--- src/rtl/crc_byte_engine.sv ---
`timescale 1ns/1ps
module crc_byte_engine #(
  parameter logic [31:0] POLY32 = 32'h04C11DB7,
  parameter logic [15:0] POLY16 = 16'h1021
) (
  input  logic        clk,
  input  logic        rst_n,
  input  logic        clr,
  input  logic        mode32,
  input  logic [31:0] seed,
  input  logic        wr_en,
  input  logic [31:0] wr_data,
  input  logic [1:0]  wr_cnt,
  output logic [31:0] crc_out,
  output logic        busy,
  output logic        err
);

  logic [31:0] crc_q;
  logic [31:0] sh_q;
  logic [2:0]  left_q;
  logic        err_q;
  logic        accept;
  logic [2:0]  nbytes;

  function automatic logic [31:0] fold_byte(logic [31:0] c, logic [7:0] d, logic m);
    logic [31:0] r;
    logic        fb;
    r = c;
    for (int i = 7; i >= 0; i--) begin
      if (m) begin
        fb = r[31] ^ d[i];
        r  = {r[30:0], 1'b0} ^ (fb ? POLY32 : 32'h0);
      end else begin
        fb = r[15] ^ d[i];
        r  = {16'h0, {r[14:0], 1'b0} ^ (fb ? POLY16 : 16'h0)};
      end
    end
    return r;
  endfunction

  assign busy    = (left_q != 3'd0);
  assign err     = err_q;
  assign crc_out = crc_q;
  assign accept  = wr_en && !busy && !clr;
  assign nbytes  = (wr_cnt == 2'b00) ? 3'd1 : (wr_cnt == 2'b01) ? 3'd2 : 3'd4;

  always_ff @(posedge clk or negedge rst_n) begin
    if (!rst_n) begin
      crc_q  <= 32'h0;
      sh_q   <= 32'h0;
      left_q <= 3'd0;
      err_q  <= 1'b0;
    end else if (clr) begin
      crc_q  <= mode32 ? seed : {16'h0, seed[15:0]};
      sh_q   <= 32'h0;
      left_q <= 3'd0;
      err_q  <= 1'b0;
    end else begin
      if (wr_en && busy) err_q <= 1'b1;
      if (accept) begin
        sh_q   <= wr_data;
        left_q <= nbytes;
      end else if (busy) begin
        crc_q  <= fold_byte(crc_q, sh_q[7:0], mode32);
        sh_q   <= {8'h0, sh_q[31:8]};
        left_q <= left_q - 3'd1;
      end
    end
  end

endmodule

--- config.mk ---
export PLATFORM = sky130hd
export DESIGN_NAME = crc_byte_engine
export DESIGN_NICKNAME = d
export VERILOG_FILES = /design/src/rtl/crc_byte_engine.sv
export SDC_FILE = /design/constraint.sdc
export NUM_CORES = 1
export LEC_CHECK = 0
export ABC_AREA = 1
export CAP_MARGIN = 20
export CORE_ASPECT_RATIO = 1.25
export CORE_MARGIN = 2
export CORE_UTILIZATION = 45
export CTS_CLUSTER_DIAMETER = 30
export DETAILED_ROUTE_END_ITERATION = 10
export PLACE_DENSITY = 0.72
export SYNTH_ARGS = -nofsm -noshare
export SYNTH_HDL_FRONTEND = slang
export SYNTH_SLANG_ARGS = --single-unit
--- constraint.sdc ---
create_clock -name clk -period 2.8 [get_ports clk]
set_clock_uncertainty 0.1 [all_clocks]
set_input_delay 0.42 -clock clk [delete_from_list [all_inputs] [get_ports clk]]
set_output_delay 0.42 -clock clk [all_outputs]
set_load 0.01 [all_outputs]
== After elaboration in Yosys (flattened, before gate mapping) ==
Index checks and enable logic that the tools add are counted.

* Bits in registers: 68
* Bits in latches: 0
* Bits in writable memories: 0
* Bits in read-only memories: 0
* Input port bits: 71
* Logic and storage cells: 109
* Memories: 0

* $add $sub $neg: 1
* Multipliers: 0
* Div/mod/pow operators: 0
* Magnitude comparators: 0
* Equality and inequality tests: 2
* Shifts and indexed selects: 0
* Multiplexer cells: 59
* Bitwise logic cells: 32
* Reduce and logical (&&, ||, !) cells: 11

{| class="wikitable"
|+ Operators by type and width
! operator !! number
|-
| $mux W32 || 36
|-
| $xor A32 B27 Y32 || 8
|-
| $mux W27 || 8
|-
| $xor A16 B13 Y16 || 8
|-
| $mux W13 || 8
|-
| $xor A1 B1 Y1 || 16
|-
| $mux W3 || 5
|-
| $reduce_bool A3 Y1 || 2
|-
| $reduce_bool A2 Y1 || 2
|-
| $logic_and A1 B1 Y1 || 3
|-
| $sub A3 B1 Y3 const B || 1
|-
| $eq A2 B1 Y1 const B || 1
|-
| $logic_not A1 Y1 || 2
|-
| $logic_not A2 Y1 || 1
|-
| $mux W1 || 2
|-
| $ne A2 B2 Y1 const B || 1
|-
| $reduce_and A2 Y1 || 1
|}

== Logic depth before layout (Yosys ltp) ==
* Word-level depth: 56
* Gate-level depth with buffers: 16
* Gate-level depth less buffers: 16

== Least setup slack after synthesis ==
No wires, ideal clock.

* Kind: flip-flop to flip-flop
* Start: register left_q[0]
* End: register left_q[0]
* Setup time: 0.133 ns
* Arrival: 1.713 ns
* Path slack: 0.854 ns
* Stages on the path, launching flop included: 13
* Buffers on the path: 1
* Cell sequence: dfrtp_1 > inv_1 > ha_1 > inv_1 > nor2_1 > inv_2 > nor2_4 > inv_2 > nor2_4 > inv_2 > nand2_2 > buf_4 > o22ai_1

* Word-level cells in the longest chain between the ends: 6
* Elaborated cells between the ends (all ways): 9

{| class="wikitable"
|+ Ends and longest elaborated chain
! element !! line !! source
|-
| start, declared || 21 || <nowiki>logic [2:0] left_q;</nowiki>
|-
| start signal, assigned || 63 || <nowiki>left_q <= nbytes;</nowiki>
|-
| start signal, assigned || 67 || <nowiki>left_q <= left_q - 3'd1;</nowiki>
|-
| $reduce_bool A3 Y1 (*) || 42 || <nowiki>assign busy = (left_q != 3'd0);</nowiki>
|-
| via busy || 15 || <nowiki>output logic busy,</nowiki>
|-
| $logic_not A1 Y1 || 45 || <nowiki>assign accept = wr_en && !busy && !clr;</nowiki>
|-
| $logic_and A1 B1 Y1 (2 in series) || 45 ||
|-
| $mux W3 || 61 || <nowiki>if (accept) begin</nowiki>
|-
| $mux W3 || 54 || <nowiki>end else if (clr) begin</nowiki>
|}

Mark *: on every way through the listed nets, which the timed path passes. The rest lies on a longest branch. The select of a mux whose other input is x is not followed.
A chain may end at the register's enable or synchronous reset.

== Worst setup path in the final report ==
* Start: register sh_q[7]
* End: register crc_q[3], in the netlist crc_out[3]

* Word-level cells in the longest chain between the ends: 44
* Elaborated cells between the ends (all ways): 56

{| class="wikitable"
|+ Ends and longest elaborated chain
! element !! line !! source
|-
| start, declared || 20 || <nowiki>logic [31:0] sh_q;</nowiki>
|-
| start signal, assigned || 62 || <nowiki>sh_q <= wr_data;</nowiki>
|-
| start signal, assigned || 66 || <nowiki>sh_q <= {8'h0, sh_q[31:8]};</nowiki>
|-
| $xor A1 B1 Y1 (on tied branches) || 35, 32 ||
|-
| $mux W13 / $mux W27 (equally long branches) || 36, 33 ||
|-
| $xor A16 B13 Y16 / $xor A32 B27 Y32 (equally long branches) || 36, 33 ||
|-
| $mux W32 (*) || 31 || <nowiki>if (m) begin</nowiki>
|-
| $mux W32 (*) || 64 || <nowiki>end else if (busy) begin</nowiki>
|-
| $mux W32 (*) || 61 ||
|-
| $mux W32 (*) || 54 ||
|-
| $xor A16 B13 Y16 / $xor A32 B27 Y32 (equally long branches) || 36, 33 ||
|-
| (+28 left out) || - ||
|-
| $mux W32 (*) || 64 ||
|-
| $mux W32 (*) || 61 ||
|-
| $mux W32 (*) || 54 ||
|-
| $xor A16 B13 Y16 / $xor A32 B27 Y32 (equally long branches) || 36, 33 ||
|-
| $mux W32 (*) || 31 ||
|-
| $mux W32 (*) || 64 ||
|-
| $mux W32 (*) || 61 ||
|-
| $mux W32 (*) || 54 ||
|-
| end signal, assigned || 55 || <nowiki>crc_q <= mode32 ? seed : {16'h0, seed[15:0]};</nowiki>
|-
| end signal, assigned || 65 || <nowiki>crc_q <= fold_byte(crc_q, sh_q[7:0], mode32);</nowiki>
|-
| end, declared || 19 || <nowiki>logic [31:0] crc_q;</nowiki>
|}

Mark *: on every way between the ends. The rest lies on a longest branch, timed or not. The select of a mux whose other input is x is not followed.

==> tab_implementation.tex <==
\begin{tabular}{lr}
\hline
Metric & Value \\
\hline
\multicolumn{2}{l}{\textbf{Clock network}} \\
\quad Count of cells resized by post-cts repair & 0 \\
\quad Clock latency on the worst-skew pair & 0.34 ns \\
\quad Clock-pin slew of the registers on the worst-case setup and hold paths & around 0.07 ns \\
\quad Clock sink total & just under 70 \\
\quad Cts bufs inserted & 9 \\
\quad TritonCTS clock tree & built \\
\quad CTS root buf & sky130\_fd\_sc\_hd\_\_clkbuf\_16 \\
\quad Maximum number of buffers from clock root to sink & 2 \\
\quad H-Tree Level Count & 3 \\
\quad Number of hold-repair buffers added at the cts stage & 0 \\
\quad Post-CTS setup buffers & 0 \\
\multicolumn{2}{l}{\textbf{Global route}} \\
\quad Global route total overflow & 0 \\
\quad Vias in the first global route & approximately 5200 \\
\quad Global router's overall resource usage & 0.300 \\
\quad Global-route wire length before repair & 27.4 mm \\
\quad Largest net degree at the start of global routing & 47 \\
\quad Initial antenna violation count & 0 \\
\multicolumn{2}{l}{\textbf{Place}} \\
\quad HPWL Detailed & about 14 mm \\
\quad Quantity of I/O buffers inserted on ports & roughly 100 \\
\quad DP Cell Count & just over 900 \\
\quad Gp weighted congestion & approximately 0.94 \\
\multicolumn{2}{l}{\textbf{Synth}} \\
\quad Synthesized area per cell & around 7.1 µm² \\
\quad Cells after Synth & 702 \\
\quad Post-synth top flop & sky130\_fd\_sc\_hd\_\_dfrtp\_1 \\
\quad Netlist area before placement & roughly 5000 µm² \\
\quad Post-synthesis sequential area ratio & 0.339 \\
\quad Net count after synthesis & 775 \\
\quad Register bit count reported by yosys & 68 \\
\quad Yosys synthesis warning count & 0 \\
\quad Distinct cells, synth & 40 \\
\quad Post-synthesis async set-or-reset flop share & 1.00 \\
\quad Post-synth EDFFs & 0 \\
\multicolumn{2}{l}{\textbf{Drt}} \\
\quad Drt first-iter violations & between 200 and 250 \\
\quad Via total after detailed routing & approximately 5200 \\
\quad Number of design rule violations left after detail routing & 0 \\
\quad Total detailed-routing wirelength & 17.6 mm \\
\quad Wire length per cell & 18.5 µm \\
\quad Detailed-routing iteration count for the pre-antenna-repair pass & 5 \\
\quad Via-per-instance ratio & roughly 5.5 \\
\quad Antenna viol nets, final & 0 \\
\multicolumn{2}{l}{\textbf{Setup path}} \\
\quad Critical-path top delay cell & sky130\_fd\_sc\_hd\_\_dfrtp\_1 \\
\quad Top cell family by delay on the critical path & simple AND/OR/NAND/NOR gates \\
\quad Critical path class & flop to flop \\
\quad Worst endpoint data arrival time & about 2.6 ns \\
\quad Most common cell on crit path & sky130\_fd\_sc\_hd\_\_nand2\_2 \\
\quad Crit path largest cell delay & around 0.51 ns \\
\quad Critical path required time & approximately 2.9 ns \\
\quad Element type at the critical path end & flop \\
\quad Category of the worst setup path launch point & flop \\
\quad Largest fanout of any net on the critical path & 7 \\
\quad Ordered cell list for the critical path & inv\_1, nand2\_4, nand2\_2, nand2\_2, nand3\_1, nand2\_1, nand2\_2, nand2\_2, nand3\_1, o21ai\_0, nand2\_1, o211ai\_1, o21ai\_0 \\
\quad Crit path buf inv count & 1 \\
\multicolumn{2}{l}{\textbf{Timing}} \\
\quad Final Critical Period & around 2.4 ns \\
\quad Unrepaired setup endpoints after global routing & false \\
\quad Number of setup violations in the final report & 0 \\
\quad Max transition margin & 0.571 \\
\quad Final Hold Fails & 2 \\
\quad Top achievable clock speed & roughly 0.4 GHz \\
\quad Slew Viols, Final & 0 \\
\quad Hold Worst Slack & -0.0163 ns \\
\quad Worst-Margin Slew & approximately 0.64 ns \\
\quad Final period util & 0.871 \\
\quad Final TNS setup & 0 ns \\
\multicolumn{2}{l}{\textbf{Floorplanning}} \\
\quad Die area & about 12000 µm² \\
\quad Vertical die dimension & approximately 120 µm \\
\quad Top-level I/O count & around 110 \\
\quad Placement Rows & 43 \\
\quad Total core area & 11000 µm² \\
\quad Die Wd & 98.4 µm \\
\quad Starting density of the core & 0.457 \\
\multicolumn{2}{l}{\textbf{Run status}} \\
\quad Violations in the final reports & negative hold slack \\
\quad Run status & finished, violations left \\
\multicolumn{2}{l}{\textbf{Pwr}} \\
\quad Static leakage & approximately 3 nW \\
\quad Maximum ir drop on the vdd rail & around 420 µV \\
\quad Power density over the cells & $\sim$1100 nW/µm² \\
\quad Tot Pwr & between 0.006 and 0.007 W \\
\multicolumn{2}{l}{\textbf{Finish}} \\
\quad Antenna Cells & 0 \\
\quad Number of nets in the layout & between 800 and 900 \\
\quad Filler-free cell count of the finished design & 951 \\
\quad Layout cell share with drive strength beyond 1 & 0.125 \\
\quad Synth-to-layout area growth & 29.4\% \\
\multicolumn{2}{l}{\textbf{Flow run}} \\
\quad Reported max-cap violation count & 0 \\
\multicolumn{2}{l}{\textbf{Worst hold path}} \\
\quad Worst min path class & primary input to asynchronous set/reset pin \\
\hline
\end{tabular}
## power by group
group	switching [W]	internal, W
Combinational	0.00247	0.00159
Sequential	0.000398	0.00130
Clock	0.000478	0.000698
## cell families after synthesis
group | after synthesis | share of synthesized area
DFF | 68 | 0.339
AOI/OAI and AO/OA | 110 | 0.136
xor gates and xnor gates | 35 | 0.0724
muxes | 1 | 0.00200
and+or+nand+nor | 391 | 0.357
adders and majority gates | 2 | 0.00499
buffers and inverters | 95 | 0.0878
## state kept, by name, summed over array words and instances (netlist names)
name and count:
left_q 3, err 1, crc_out 32, sh_q 32
## through the flow
step | setup slack, ns | hold WS [ns] | util | instance area (µm²)
floorplan | 0.854 | 0.0244 | - | 5010
global placement | 0.299 | 0.351 | 0.564 | 6190
detailed placement | 0.309 | 0.369 | 0.564 | 6190
CTS | 0.387 | 0.0154 | 0.591 | 6490
global route | 0.277 | 0.0241 | 0.591 | 6490
finish | 0.362 | -0.0163 | 0.591 | 6490
## cell type report
class | instances | area (µm²)
Fill cell | 1069 | 4490
Inverter | 71 | 268
Clock buffer | 10 | 229
Timing Repair Buffer | 122 | 1180
Clock inverter | 6 | 71.3
Multi-Input combinational cell | 539 | 2870
Sequential cell | 68 | 1700
Tap cell | 135 | 169
## per-layer routing
layer	global-route usage	vias to the layer above	share of wire
met5	0	-	0
met4	0.148	0	0.041
met3	0.0379	46	0.060
met2	0.526	222	0.51
met1	0.361	2476	0.39
li1	-	2483	-
## cell usage after synthesis, types with 4 or more instances
library cell | n | share of area
sky130_fd_sc_hd__a21oi_1 | 13 | 0.013
sky130_fd_sc_hd__a22oi_1 | 8 | 0.012
sky130_fd_sc_hd__buf_2 | 7 | 0.0070
sky130_fd_sc_hd__buf_6 | 4 | 0.0090
sky130_fd_sc_hd__clkbuf_1 | 8 | 0.0060
sky130_fd_sc_hd__dfrtp_1 | 68 | 0.34
sky130_fd_sc_hd__inv_1 | 62 | 0.046
sky130_fd_sc_hd__inv_2 | 8 | 0.0060
sky130_fd_sc_hd__nand2_1 | 229 | 0.17
sky130_fd_sc_hd__nand2_2 | 31 | 0.039
sky130_fd_sc_hd__nand2_4 | 9 | 0.020
sky130_fd_sc_hd__nand3_1 | 46 | 0.046
sky130_fd_sc_hd__nand3_2 | 7 | 0.014
sky130_fd_sc_hd__nand4_1 | 7 | 0.0087
sky130_fd_sc_hd__nor2_1 | 55 | 0.041
sky130_fd_sc_hd__o211ai_1 | 13 | 0.019
sky130_fd_sc_hd__o21ai_0 | 43 | 0.043
sky130_fd_sc_hd__o21ai_1 | 6 | 0.0060
sky130_fd_sc_hd__o221ai_1 | 5 | 0.0087
sky130_fd_sc_hd__o31ai_1 | 8 | 0.012
sky130_fd_sc_hd__o32ai_1 | 8 | 0.014
sky130_fd_sc_hd__xnor2_1 | 8 | 0.014
sky130_fd_sc_hd__xor2_1 | 21 | 0.037
sky130_fd_sc_hd__xor2_2 | 4 | 0.013
## cell usage in the layout (no fill, tap or decap), types with 8 or more instances in the layout
| cell type | n |
|---|---|
| sky130_fd_sc_hd__nand2_4 | 9 |
| sky130_fd_sc_hd__a22oi_1 | 8 |
| sky130_fd_sc_hd__xor2_1 | 21 |
| sky130_fd_sc_hd__xnor2_1 | 8 |
| sky130_fd_sc_hd__o31ai_1 | 8 |
| sky130_fd_sc_hd__o211ai_1 | 13 |
| sky130_fd_sc_hd__buf_4 | 17 |
| sky130_fd_sc_hd__nand3_1 | 46 |
| sky130_fd_sc_hd__nand2_2 | 31 |
| sky130_fd_sc_hd__dfrtp_1 | 68 |
| sky130_fd_sc_hd__nor2_1 | 55 |
| sky130_fd_sc_hd__o32ai_1 | 8 |
| sky130_fd_sc_hd__o21ai_0 | 43 |
| sky130_fd_sc_hd__clkdlybuf4s50_1 | 102 |
| sky130_fd_sc_hd__clkbuf_16 | 9 |
| sky130_fd_sc_hd__nand2_1 | 229 |
| sky130_fd_sc_hd__inv_1 | 62 |
| sky130_fd_sc_hd__a21oi_1 | 13 |
| sky130_fd_sc_hd__inv_2 | 8 |
## final timing paths
path / from / endpoint / slack [ns] / cells past startpoint
setup / recovery: sh_q[7] / crc_out[3] / 0.36 / 13
setup reg to reg: sh_q[7] / crc_out[3] / 0.36 / 13
hold / removal: rst_n / crc_out[9] / -0.02 / 1
min in group clk: sh_q[11] / sh_q[11] / 0.39 / 2
hold reg to reg: sh_q[11] / sh_q[11] / 0.39 / 2
max in group asynchronous: rst_n / sh_q[2] / 1.93 / 2
Note: power is estimated with default switching activity, not from simulation.
